## config.mk

```make
export PLATFORM = sky130hd
export DESIGN_NAME = line_fill_sched
export DESIGN_NICKNAME = d
export VERILOG_FILES = /design/src/rtl/lfs_pkg.sv /design/src/rtl/lfs_pick.sv /design/src/rtl/lfs_age.sv /design/src/rtl/lfs_slot.sv /design/src/rtl/line_fill_sched.sv
export SDC_FILE = /design/constraint.sdc
export NUM_CORES = 1
export LEC_CHECK = 0
export BUFFER_PORTS_ARGS = -buffer_cell sky130_fd_sc_hd__buf_2
export CORE_ASPECT_RATIO = 0.7
export CORE_UTILIZATION = 30
export CTS_CLUSTER_SIZE = 12
export DETAILED_ROUTE_END_ITERATION = 12
export SLEW_MARGIN = 20
export SYNTH_ARGS = -nofsm -noshare
export SYNTH_HDL_FRONTEND = slang
export SYNTH_HIERARCHICAL = 1
export SYNTH_SLANG_ARGS = --single-unit
```

## constraint.sdc

```tcl
create_clock -name clk -period 3.1 [get_ports clk]
set_clock_uncertainty 0.2 [all_clocks]
set_input_delay 0.155 -clock clk [delete_from_list [all_inputs] [get_ports clk]]
set_output_delay 0.155 -clock clk [all_outputs]
set_load 0.01 [all_outputs]
```

## src/rtl/lfs_pkg.sv

```systemverilog
package lfs_pkg;
  localparam int unsigned DEF_NUM_BUF    = 4;
  localparam int unsigned DEF_ADDR_W     = 32;
  localparam int unsigned DEF_BEAT_BYTES = 4;
  localparam int unsigned DEF_LINE_BEATS = 4;
endpackage

```

## src/rtl/lfs_pick.sv

```systemverilog
// Selects the oldest candidate: the one with no older candidate in its age row.
module lfs_pick #(
  parameter int unsigned N = 4
) (
  input  logic [N-1:0]        cand,
  input  logic [N-1:0][N-1:0] older,
  output logic [N-1:0]        sel,
  output logic                any
);
  always_comb begin
    for (int i = 0; i < N; i++) begin
      sel[i] = cand[i] & ~|(older[i] & cand);
    end
  end
  assign any = |cand;
endmodule

```

## src/rtl/lfs_age.sv

```systemverilog
// Age matrix: row i bit j set means buffer j is older than buffer i.
module lfs_age #(
  parameter int unsigned N = 4
) (
  input  logic                clk,
  input  logic                rst_n,
  input  logic [N-1:0]        alloc_vec,
  input  logic [N-1:0]        free_vec,
  input  logic [N-1:0]        busy_vec,
  output logic [N-1:0][N-1:0] older_o
);
  logic [N-1:0][N-1:0] older_q, older_d;

  always_comb begin
    for (int i = 0; i < N; i++) begin
      if (alloc_vec[i]) begin
        older_d[i] = busy_vec & ~free_vec;
      end else if (free_vec[i]) begin
        older_d[i] = '0;
      end else begin
        older_d[i] = older_q[i] & ~free_vec;
      end
    end
  end

  always_ff @(posedge clk or negedge rst_n) begin
    if (!rst_n) begin
      older_q <= '0;
    end else begin
      older_q <= older_d;
    end
  end

  assign older_o = older_q;

  for (genvar i = 0; i < N; i++) begin : g_row
    AST_AGE_IRREFL: assert property (@(posedge clk) disable iff (!rst_n)
      !older_q[i][i]);
    for (genvar j = 0; j < N; j++) begin : g_col
      AST_AGE_LIVE: assert property (@(posedge clk) disable iff (!rst_n)
        (busy_vec[i] && older_q[i][j]) |-> busy_vec[j]);
      if (j < i) begin : g_pair
        AST_AGE_TOTAL: assert property (@(posedge clk) disable iff (!rst_n)
          (busy_vec[i] && busy_vec[j]) |-> (older_q[i][j] != older_q[j][i]));
      end
    end
  end
endmodule

```

## src/rtl/lfs_slot.sv

```systemverilog
// One line fill buffer: counters for requested, received and delivered beats,
// per-beat error bits, stale and squash state. LINE_BEATS must be a power of two.
module lfs_slot #(
  parameter int unsigned ADDR_W     = 32,
  parameter int unsigned BEAT_BYTES = 4,
  parameter int unsigned LINE_BEATS = 4,
  localparam int unsigned OFS = $clog2(BEAT_BYTES),
  localparam int unsigned BW  = $clog2(LINE_BEATS),
  localparam int unsigned CW  = BW + 1,
  localparam int unsigned BAW = ADDR_W - OFS
) (
  input  logic              clk,
  input  logic              rst_n,
  input  logic              alloc_en,
  input  logic [BAW-1:0]    alloc_addr,
  input  logic              flush,
  input  logic              req_win,
  input  logic              gnt,
  input  logic              squash,
  input  logic              rsp_win,
  input  logic              rsp_err,
  input  logic              out_win,
  output logic              busy_o,
  output logic              req_want_o,
  output logic              rsp_want_o,
  output logic              out_want_o,
  output logic              out_avail_o,
  output logic              out_err_o,
  output logic              free_o,
  output logic [ADDR_W-1:0] req_addr_o,
  output logic [ADDR_W-1:0] out_addr_o,
  output logic [CW-1:0]     pend_o
);
  localparam logic [CW-1:0] FULL = CW'(LINE_BEATS);

  logic                  busy_q, busy_d, stale_q, stale_d, hold_q, hold_d;
  logic                  sq_q, sq_d, eout_q, eout_d;
  logic [BAW-BW-1:0]     base_q, base_d;
  logic [BW-1:0]         first_q, first_d;
  logic [CW-1:0]         ext_q, ext_d, rvd_q, rvd_d, out_q, out_d;
  logic [LINE_BEATS-1:0] err_q, err_d;
  logic [BW-1:0]         ext_off, rvd_off, out_off;
  logic                  ext_fin, out_fin;

  assign ext_off = first_q + ext_q[BW-1:0];
  assign rvd_off = first_q + rvd_q[BW-1:0];
  assign out_off = first_q + out_q[BW-1:0];

  assign ext_fin = (ext_q == FULL) | sq_q | (stale_q & ~hold_q);
  assign out_fin = (out_q == FULL) | eout_q;

  assign busy_o      = busy_q;
  assign req_want_o  = busy_q & ~ext_fin;
  assign rsp_want_o  = busy_q & (rvd_q != ext_q);
  assign out_want_o  = busy_q & ~stale_q & ~out_fin;
  assign out_avail_o = (out_q < rvd_q) | err_q[out_off];
  assign out_err_o   = err_q[out_off];
  assign free_o      = busy_q & ext_fin & (rvd_q == ext_q) & (stale_q | out_fin);
  assign req_addr_o  = {base_q, ext_off, {OFS{1'b0}}};
  assign out_addr_o  = {base_q, out_off, {OFS{1'b0}}};
  assign pend_o      = ext_q - rvd_q;

  always_comb begin
    busy_d  = busy_q;
    stale_d = stale_q;
    hold_d  = hold_q;
    sq_d    = sq_q;
    eout_d  = eout_q;
    base_d  = base_q;
    first_d = first_q;
    ext_d   = ext_q;
    rvd_d   = rvd_q;
    out_d   = out_q;
    err_d   = err_q;
    if (alloc_en) begin
      busy_d  = 1'b1;
      stale_d = 1'b0;
      hold_d  = 1'b0;
      sq_d    = 1'b0;
      eout_d  = 1'b0;
      base_d  = alloc_addr[BAW-1:BW];
      first_d = alloc_addr[BW-1:0];
      ext_d   = '0;
      rvd_d   = '0;
      out_d   = '0;
      err_d   = '0;
    end else begin
      if (free_o) begin
        busy_d = 1'b0;
      end
      if (flush && busy_q) begin
        stale_d = 1'b1;
      end
      if (req_win) begin
        if (squash) begin
          sq_d           = 1'b1;
          err_d[ext_off] = 1'b1;
          hold_d         = 1'b0;
        end else if (gnt) begin
          ext_d  = ext_q + CW'(1);
          hold_d = 1'b0;
        end else begin
          hold_d = 1'b1;
        end
      end
      if (rsp_win) begin
        rvd_d = rvd_q + CW'(1);
        if (rsp_err) begin
          err_d[rvd_off] = 1'b1;
        end
      end
      if (out_win) begin
        out_d = out_q + CW'(1);
        if (err_q[out_off]) begin
          eout_d = 1'b1;
        end
      end
    end
  end

  always_ff @(posedge clk or negedge rst_n) begin
    if (!rst_n) begin
      busy_q  <= 1'b0;
      stale_q <= 1'b0;
      hold_q  <= 1'b0;
      sq_q    <= 1'b0;
      eout_q  <= 1'b0;
      base_q  <= '0;
      first_q <= '0;
      ext_q   <= '0;
      rvd_q   <= '0;
      out_q   <= '0;
      err_q   <= '0;
    end else begin
      busy_q  <= busy_d;
      stale_q <= stale_d;
      hold_q  <= hold_d;
      sq_q    <= sq_d;
      eout_q  <= eout_d;
      if (alloc_en) begin
        base_q  <= base_d;
        first_q <= first_d;
      end
      ext_q <= ext_d;
      rvd_q <= rvd_d;
      out_q <= out_d;
      err_q <= err_d;
    end
  end

  AST_CNT_BOUND: assert property (@(posedge clk) disable iff (!rst_n)
    busy_q |-> ((ext_q <= FULL) && (rvd_q <= ext_q) && (out_q <= FULL)));
  AST_NO_OVER_REQ: assert property (@(posedge clk) disable iff (!rst_n)
    (req_win && gnt && !squash) |=> (ext_q <= FULL) && $past(ext_q < FULL));
endmodule

```

## src/rtl/line_fill_sched.sv

```systemverilog
module line_fill_sched
  import lfs_pkg::*;
#(
  parameter int unsigned NUM_BUF    = DEF_NUM_BUF,
  parameter int unsigned ADDR_W     = DEF_ADDR_W,
  parameter int unsigned BEAT_BYTES = DEF_BEAT_BYTES,
  parameter int unsigned LINE_BEATS = DEF_LINE_BEATS,
  localparam int unsigned OFS = $clog2(BEAT_BYTES),
  localparam int unsigned BW  = $clog2(LINE_BEATS),
  localparam int unsigned CW  = BW + 1,
  localparam int unsigned BAW = ADDR_W - OFS,
  localparam int unsigned OW  = $clog2(NUM_BUF * LINE_BEATS + 1)
) (
  input  logic               clk,
  input  logic               rst_n,
  input  logic               alloc_i,
  output logic               alloc_ready_o,
  input  logic               flush_i,
  input  logic [BAW-1:0]     flush_beat_addr_i,
  output logic               bus_req_o,
  output logic [ADDR_W-1:0]  bus_addr_o,
  input  logic               bus_gnt_i,
  input  logic               bus_squash_i,
  input  logic               bus_rvalid_i,
  input  logic               bus_err_i,
  input  logic               out_ready_i,
  output logic               out_valid_o,
  output logic [NUM_BUF-1:0] out_sel_o,
  output logic [ADDR_W-1:0]  out_addr_o,
  output logic               out_err_o
);
  logic [NUM_BUF-1:0]              busy, req_want, rsp_want, out_want, avail, errv, freev;
  logic [NUM_BUF-1:0]              alloc_vec, req_pick, rsp_pick, out_pick;
  logic [NUM_BUF-1:0][ADDR_W-1:0]  req_addr, out_addr;
  logic [NUM_BUF-1:0][CW-1:0]      pend;
  logic [NUM_BUF-1:0][NUM_BUF-1:0] older;
  logic                            any_free, alloc_go, req_any, rsp_any, out_any;
  logic [BAW-1:0]                  pf_q, pf_d, alloc_addr;

  // Lowest-index free slot takes the next allocation.
  always_comb begin
    alloc_vec = '0;
    for (int i = NUM_BUF - 1; i >= 0; i--) begin
      if (!busy[i]) begin
        alloc_vec    = '0;
        alloc_vec[i] = 1'b1;
      end
    end
  end
  assign any_free      = ~&busy;
  assign alloc_ready_o = any_free;
  assign alloc_go      = alloc_i & any_free;
  assign alloc_addr    = flush_i ? flush_beat_addr_i : pf_q;

  // Next-allocation address: redirect target or the line after the last one.
  always_comb begin
    pf_d = pf_q;
    if (alloc_go) begin
      pf_d = {alloc_addr[BAW-1:BW] + 1'b1, {BW{1'b0}}};
    end else if (flush_i) begin
      pf_d = flush_beat_addr_i;
    end
  end

  always_ff @(posedge clk or negedge rst_n) begin
    if (!rst_n) begin
      pf_q <= '0;
    end else if (alloc_go || flush_i) begin
      pf_q <= pf_d;
    end
  end

  lfs_age #(.N(NUM_BUF)) u_age (
    .clk       (clk),
    .rst_n     (rst_n),
    .alloc_vec (alloc_vec & {NUM_BUF{alloc_go}}),
    .free_vec  (freev),
    .busy_vec  (busy),
    .older_o   (older)
  );

  lfs_pick #(.N(NUM_BUF)) u_pick_req (
    .cand (req_want), .older (older), .sel (req_pick), .any (req_any)
  );
  lfs_pick #(.N(NUM_BUF)) u_pick_rsp (
    .cand (rsp_want), .older (older), .sel (rsp_pick), .any (rsp_any)
  );
  lfs_pick #(.N(NUM_BUF)) u_pick_out (
    .cand (out_want), .older (older), .sel (out_pick), .any (out_any)
  );

  for (genvar i = 0; i < NUM_BUF; i++) begin : g_slot
    lfs_slot #(
      .ADDR_W     (ADDR_W),
      .BEAT_BYTES (BEAT_BYTES),
      .LINE_BEATS (LINE_BEATS)
    ) u_slot (
      .clk         (clk),
      .rst_n       (rst_n),
      .alloc_en    (alloc_go & alloc_vec[i]),
      .alloc_addr  (alloc_addr),
      .flush       (flush_i),
      .req_win     (req_pick[i]),
      .gnt         (bus_gnt_i),
      .squash      (bus_squash_i),
      .rsp_win     (rsp_pick[i] & bus_rvalid_i),
      .rsp_err     (bus_err_i),
      .out_win     (out_pick[i] & avail[i] & out_ready_i),
      .busy_o      (busy[i]),
      .req_want_o  (req_want[i]),
      .rsp_want_o  (rsp_want[i]),
      .out_want_o  (out_want[i]),
      .out_avail_o (avail[i]),
      .out_err_o   (errv[i]),
      .free_o      (freev[i]),
      .req_addr_o  (req_addr[i]),
      .out_addr_o  (out_addr[i]),
      .pend_o      (pend[i])
    );
  end

  always_comb begin
    bus_addr_o = '0;
    out_addr_o = '0;
    for (int i = 0; i < NUM_BUF; i++) begin
      bus_addr_o = bus_addr_o | (req_addr[i] & {ADDR_W{req_pick[i]}});
      out_addr_o = out_addr_o | (out_addr[i] & {ADDR_W{out_pick[i]}});
    end
  end

  assign bus_req_o   = req_any;
  assign out_valid_o = out_any & |(out_pick & avail);
  assign out_sel_o   = out_pick & {NUM_BUF{out_valid_o}};
  assign out_err_o   = out_valid_o & |(out_pick & errv);

  // Outstanding-request tracker used only by the consistency check below.
  logic [OW-1:0] outst_q, pend_sum;
  always_ff @(posedge clk or negedge rst_n) begin
    if (!rst_n) begin
      outst_q <= '0;
    end else begin
      outst_q <= outst_q
               + OW'(bus_req_o & bus_gnt_i & ~bus_squash_i)
               - OW'(bus_rvalid_i & rsp_any);
    end
  end
  always_comb begin
    pend_sum = '0;
    for (int i = 0; i < NUM_BUF; i++) begin
      pend_sum = pend_sum + (busy[i] ? OW'(pend[i]) : OW'(0));
    end
  end

  AST_PEND_SUM: assert property (@(posedge clk) disable iff (!rst_n)
    pend_sum == outst_q);
  AST_OUT_ONEHOT: assert property (@(posedge clk) disable iff (!rst_n)
    $onehot0(out_pick));
  AST_REQ_HOLD: assert property (@(posedge clk) disable iff (!rst_n)
    $fell(bus_req_o) |-> $past(bus_gnt_i | bus_squash_i));
  AST_ADDR_HOLD: assert property (@(posedge clk) disable iff (!rst_n)
    $past(bus_req_o & ~bus_gnt_i & ~bus_squash_i) |-> (bus_req_o && $stable(bus_addr_o)));
  AST_FULL_NO_ALLOC: assert property (@(posedge clk) disable iff (!rst_n)
    (&busy && alloc_i) |=> $stable(busy));
endmodule

```

==> metrics.csv <==
stage;metric;value;unit
setup_path;worst-case reg-to-reg path depth;6;
die;Row Count;66;
power;leak pwr;7.73;nW
synthesis;synthesized instance count;1382;
clock_tree;clock root buffer;clkbuf_16;
route;via/cell ratio;5.28;
sta;crit share post-route;104;%
clock_tree;Clock Latency Late Sink;0.54;ns
die;Initial Util;30.5;%
die;full die area;48300;µm²
job;Max-Cap Viols;0;
power;Overall Power;18.0;mW
die;die width;262;µm
setup_path;Worst Path Arrival;2.88;ns
clock_tree;H-tree lvl count;1;
power;clock share of power;16.2;%
synthesis;mean post-synth cell area;10.3;µm²
route;final wirelength;46500;µm
sta;unrepaired setup endpoints after global routing;yes;
sta;max_slew headroom;56.2;%
power;Internal;10.5;mW
grt;GR Overflow Total;0;
sta;worst-margin pin slew;0.657;ns
outcome;failing checks;setup timing;
power;peak supply drop;0.000521;V
power;Gate power share;52.3;%
route;first-pass iteration count of the detailed router;5;
route;routed len/inst;22.0;µm
power;Cell Pwr Density;1020;nW/µm²
die;height of the die;184;µm
setup_path;reg2reg end;pf_q[25]$_DFFE_PN0P_;
setup_path;CP Launch Type;flip-flop;
clock_tree;CTS Buffer Depth;3;
sta;Hold Slack;0.00897;ns
clock_tree;CTS buffer count;25;
placed_design;DP Worst Slack;-0.0680;ns
sta;minimum clock period;3.23;ns
placed_design;HPWL after DPL;28600;µm
route;# DRC;0;
power;part of the power in registers;31.5;%
cells_and_area;final net count;1578;
setup_path;kind of critical path;reg2out;
grt;initial antenna violation count;1;
sta;Max Transition Viols Final;0;
grt;Tot GR Track Use;17.5;%
clock_tree;CTS clk-pin slew, worst paths;0.06;ns
synthesis;Mapped Area;14200;µm²
clock_tree;Num Clock Sinks;238;
cells_and_area;share of post-route cells with drive strength above 1;37.7;%
grt;first-pass GRT wire length;65300;µm
cells_and_area;fillers;4543;
route;post-route ant nets;0;
outcome;run status;finished with violations;
sta;Max Clk Rate;309;MHz
setup_path;Reg2Reg Launch Point;g_slot[3].u_slot/busy_o$_DFFE_PN0P_;
clock_tree;TritonCTS clock tree;built;
route;drt initial violations;941;
power;sw power;7.57;mW
placed_design;IO Port Bufs;106;
setup_path;Crit. End Element;output pin;
route;Vias;11200;
die;core box area;46600;µm²
grt;largest net degree at the start of global routing;76;
cells_and_area;Layout area overhead;23.9;%
worst_hold_path;hold crit path type;in2async;
setup_path;crit-path max FO;3;
sta;Final Hold Vio Count;0;
placed_design;Placed Cells;1971;
placed_design;gpl congestion;0.912;
setup_path;CP required;2.74;ns
cells_and_area;Finished Layout Cells;2113;
setup_path;flop2flop setup slack;0.11;ns
die;IO Pins;111;
sta;final setup vio count;22;
power;Sw Share;42.0;%
sta;fin worst setup slack;-0.132;ns
synthesis;synth warn;6;
grt;vias in the first global route;10800;
-- area by class of cell --
class                      instances  area (µm²)  area share, %
inverter                          56         210           1.19
antenna                            1        2.50         0.0142
tap                              612         766           4.35
timing repair buffer             253        2310           13.1
multi-input combinational        916        7620           43.3
clock inverter                     4        45.0          0.256
sequential                       238        5960           33.8
clock buffer                      33         706           4.00
-- how the worst max path moves through the flow --
stage	cells past startpoint	slack, ns	end	from
2_1_floorplan	9	0.23	out_err_o	g_slot[0].u_slot/out_q[0]$_DFFE_PN0P_
5_1_grt	9	-0.16	out_err_o	g_slot[1].u_slot/out_q[0]$_DFFE_PN0P_
3_3_place_gp	10	-0.008	out_err_o	g_slot[2].u_slot/out_q[0]$_DFFE_PN0P_
6_report	9	-0.13	out_err_o	g_slot[1].u_slot/out_q[0]$_DFFE_PN0P_
4_1_cts	11	-0.06	out_err_o	g_slot[2].u_slot/out_q[0]$_DFFE_PN0P_
3_5_place_dp	10	-0.07	out_err_o	g_slot[2].u_slot/out_q[0]$_DFFE_PN0P_
-- registers in the layout, indices dropped and copies added, names as in the netlist --
| signal | count |
|---|---|
| g_slot.u_slot/ext_q | 12 |
| u_age/older_o | 16 |
| g_slot.u_slot/first_q | 8 |
| g_slot.u_slot/base_q | 112 |
| g_slot.u_slot/out_q | 12 |
| g_slot.u_slot/rvd_q | 12 |
| g_slot.u_slot/stale_q | 4 |
| g_slot.u_slot/err_q | 16 |
| g_slot.u_slot/sq_q | 4 |
| g_slot.u_slot/busy_o | 4 |
| pf_q | 30 |
| g_slot.u_slot/eout_q | 4 |
| g_slot.u_slot/hold_q | 4 |
-- through the flow --
stage	util, %	area [µm²]	TNS, ns
6_report	37.8	17600	-1.13
4_1_cts	35.4	16500	-0.142
2_1_floorplan	-	14300	0
3_5_place_dp	31.9	14800	-0.0680
3_3_place_gp	31.9	14800	-0.00805
5_1_grt	37.8	17600	-5.19
-- placed cells by master (no fill, tap or decap), types with 10 or more instances in the layout --
master,count
a21oi_1,32
a22oi_1,58
a22oi_2,86
and3_1,11
buf_12,16
buf_2,93
buf_4,67
buf_6,20
clkbuf_16,33
conb_1,16
dfrtp_1,233
dlygate4sd3_1,41
ha_1,38
inv_1,48
mux2_2,138
mux2i_1,37
nand2_1,124
nand3_1,22
nor2_1,90
nor3_1,10
or3b_1,13
xnor2_1,49
xor2_1,15
-- power by group through the flow --
stage	sequential, mW	clock [mW]	combinational, mW
after global placement	5.43	0	7.10
after floorplan	5.16	0	5.71
after global routing	5.83	3.09	10.0
after detailed placement	5.49	0	7.21
after CTS	5.45	2.97	8.05
final	5.68	2.93	9.43
-- metal layers --
layer | up-vias | GRT usage [%] | share of wire, %
met2 | 429 | 25.9 | 44
li1 | 4971 | - | -
met4 | 0 | 4.40 | 2.1
met1 | 5704 | 25.4 | 47
met3 | 62 | 3.98 | 7.6
met5 | - | 0 | 0
-- critical path, cell delays in order, from the launching register on --
cell and delay [ns]:
dfrtp_1 0.41, buf_4 0.16, ha_4 0.15, xnor3_2 0.28
mux2i_2 0.39, a21o_2 0.17, a22oi_2 0.08, a21boi_2 0.26
a21boi_2 0.28, buf_4 0.16
-- repair_timing --
| action | 4_1_cts | 5_1_grt |
|---|---|---|
| hold endpoints to repair | 312 | 1 |
| setup endpoints to repair | 66 | 66 |
| setup buffers | 21 | 30 |
| hold buffers | 40 | 1 |
| gates resized for setup | 67 | 144 |
| gates cloned | 6 | 11 |
| pin swaps | 17 | 35 |
Power figures use the tool's default switching activity.
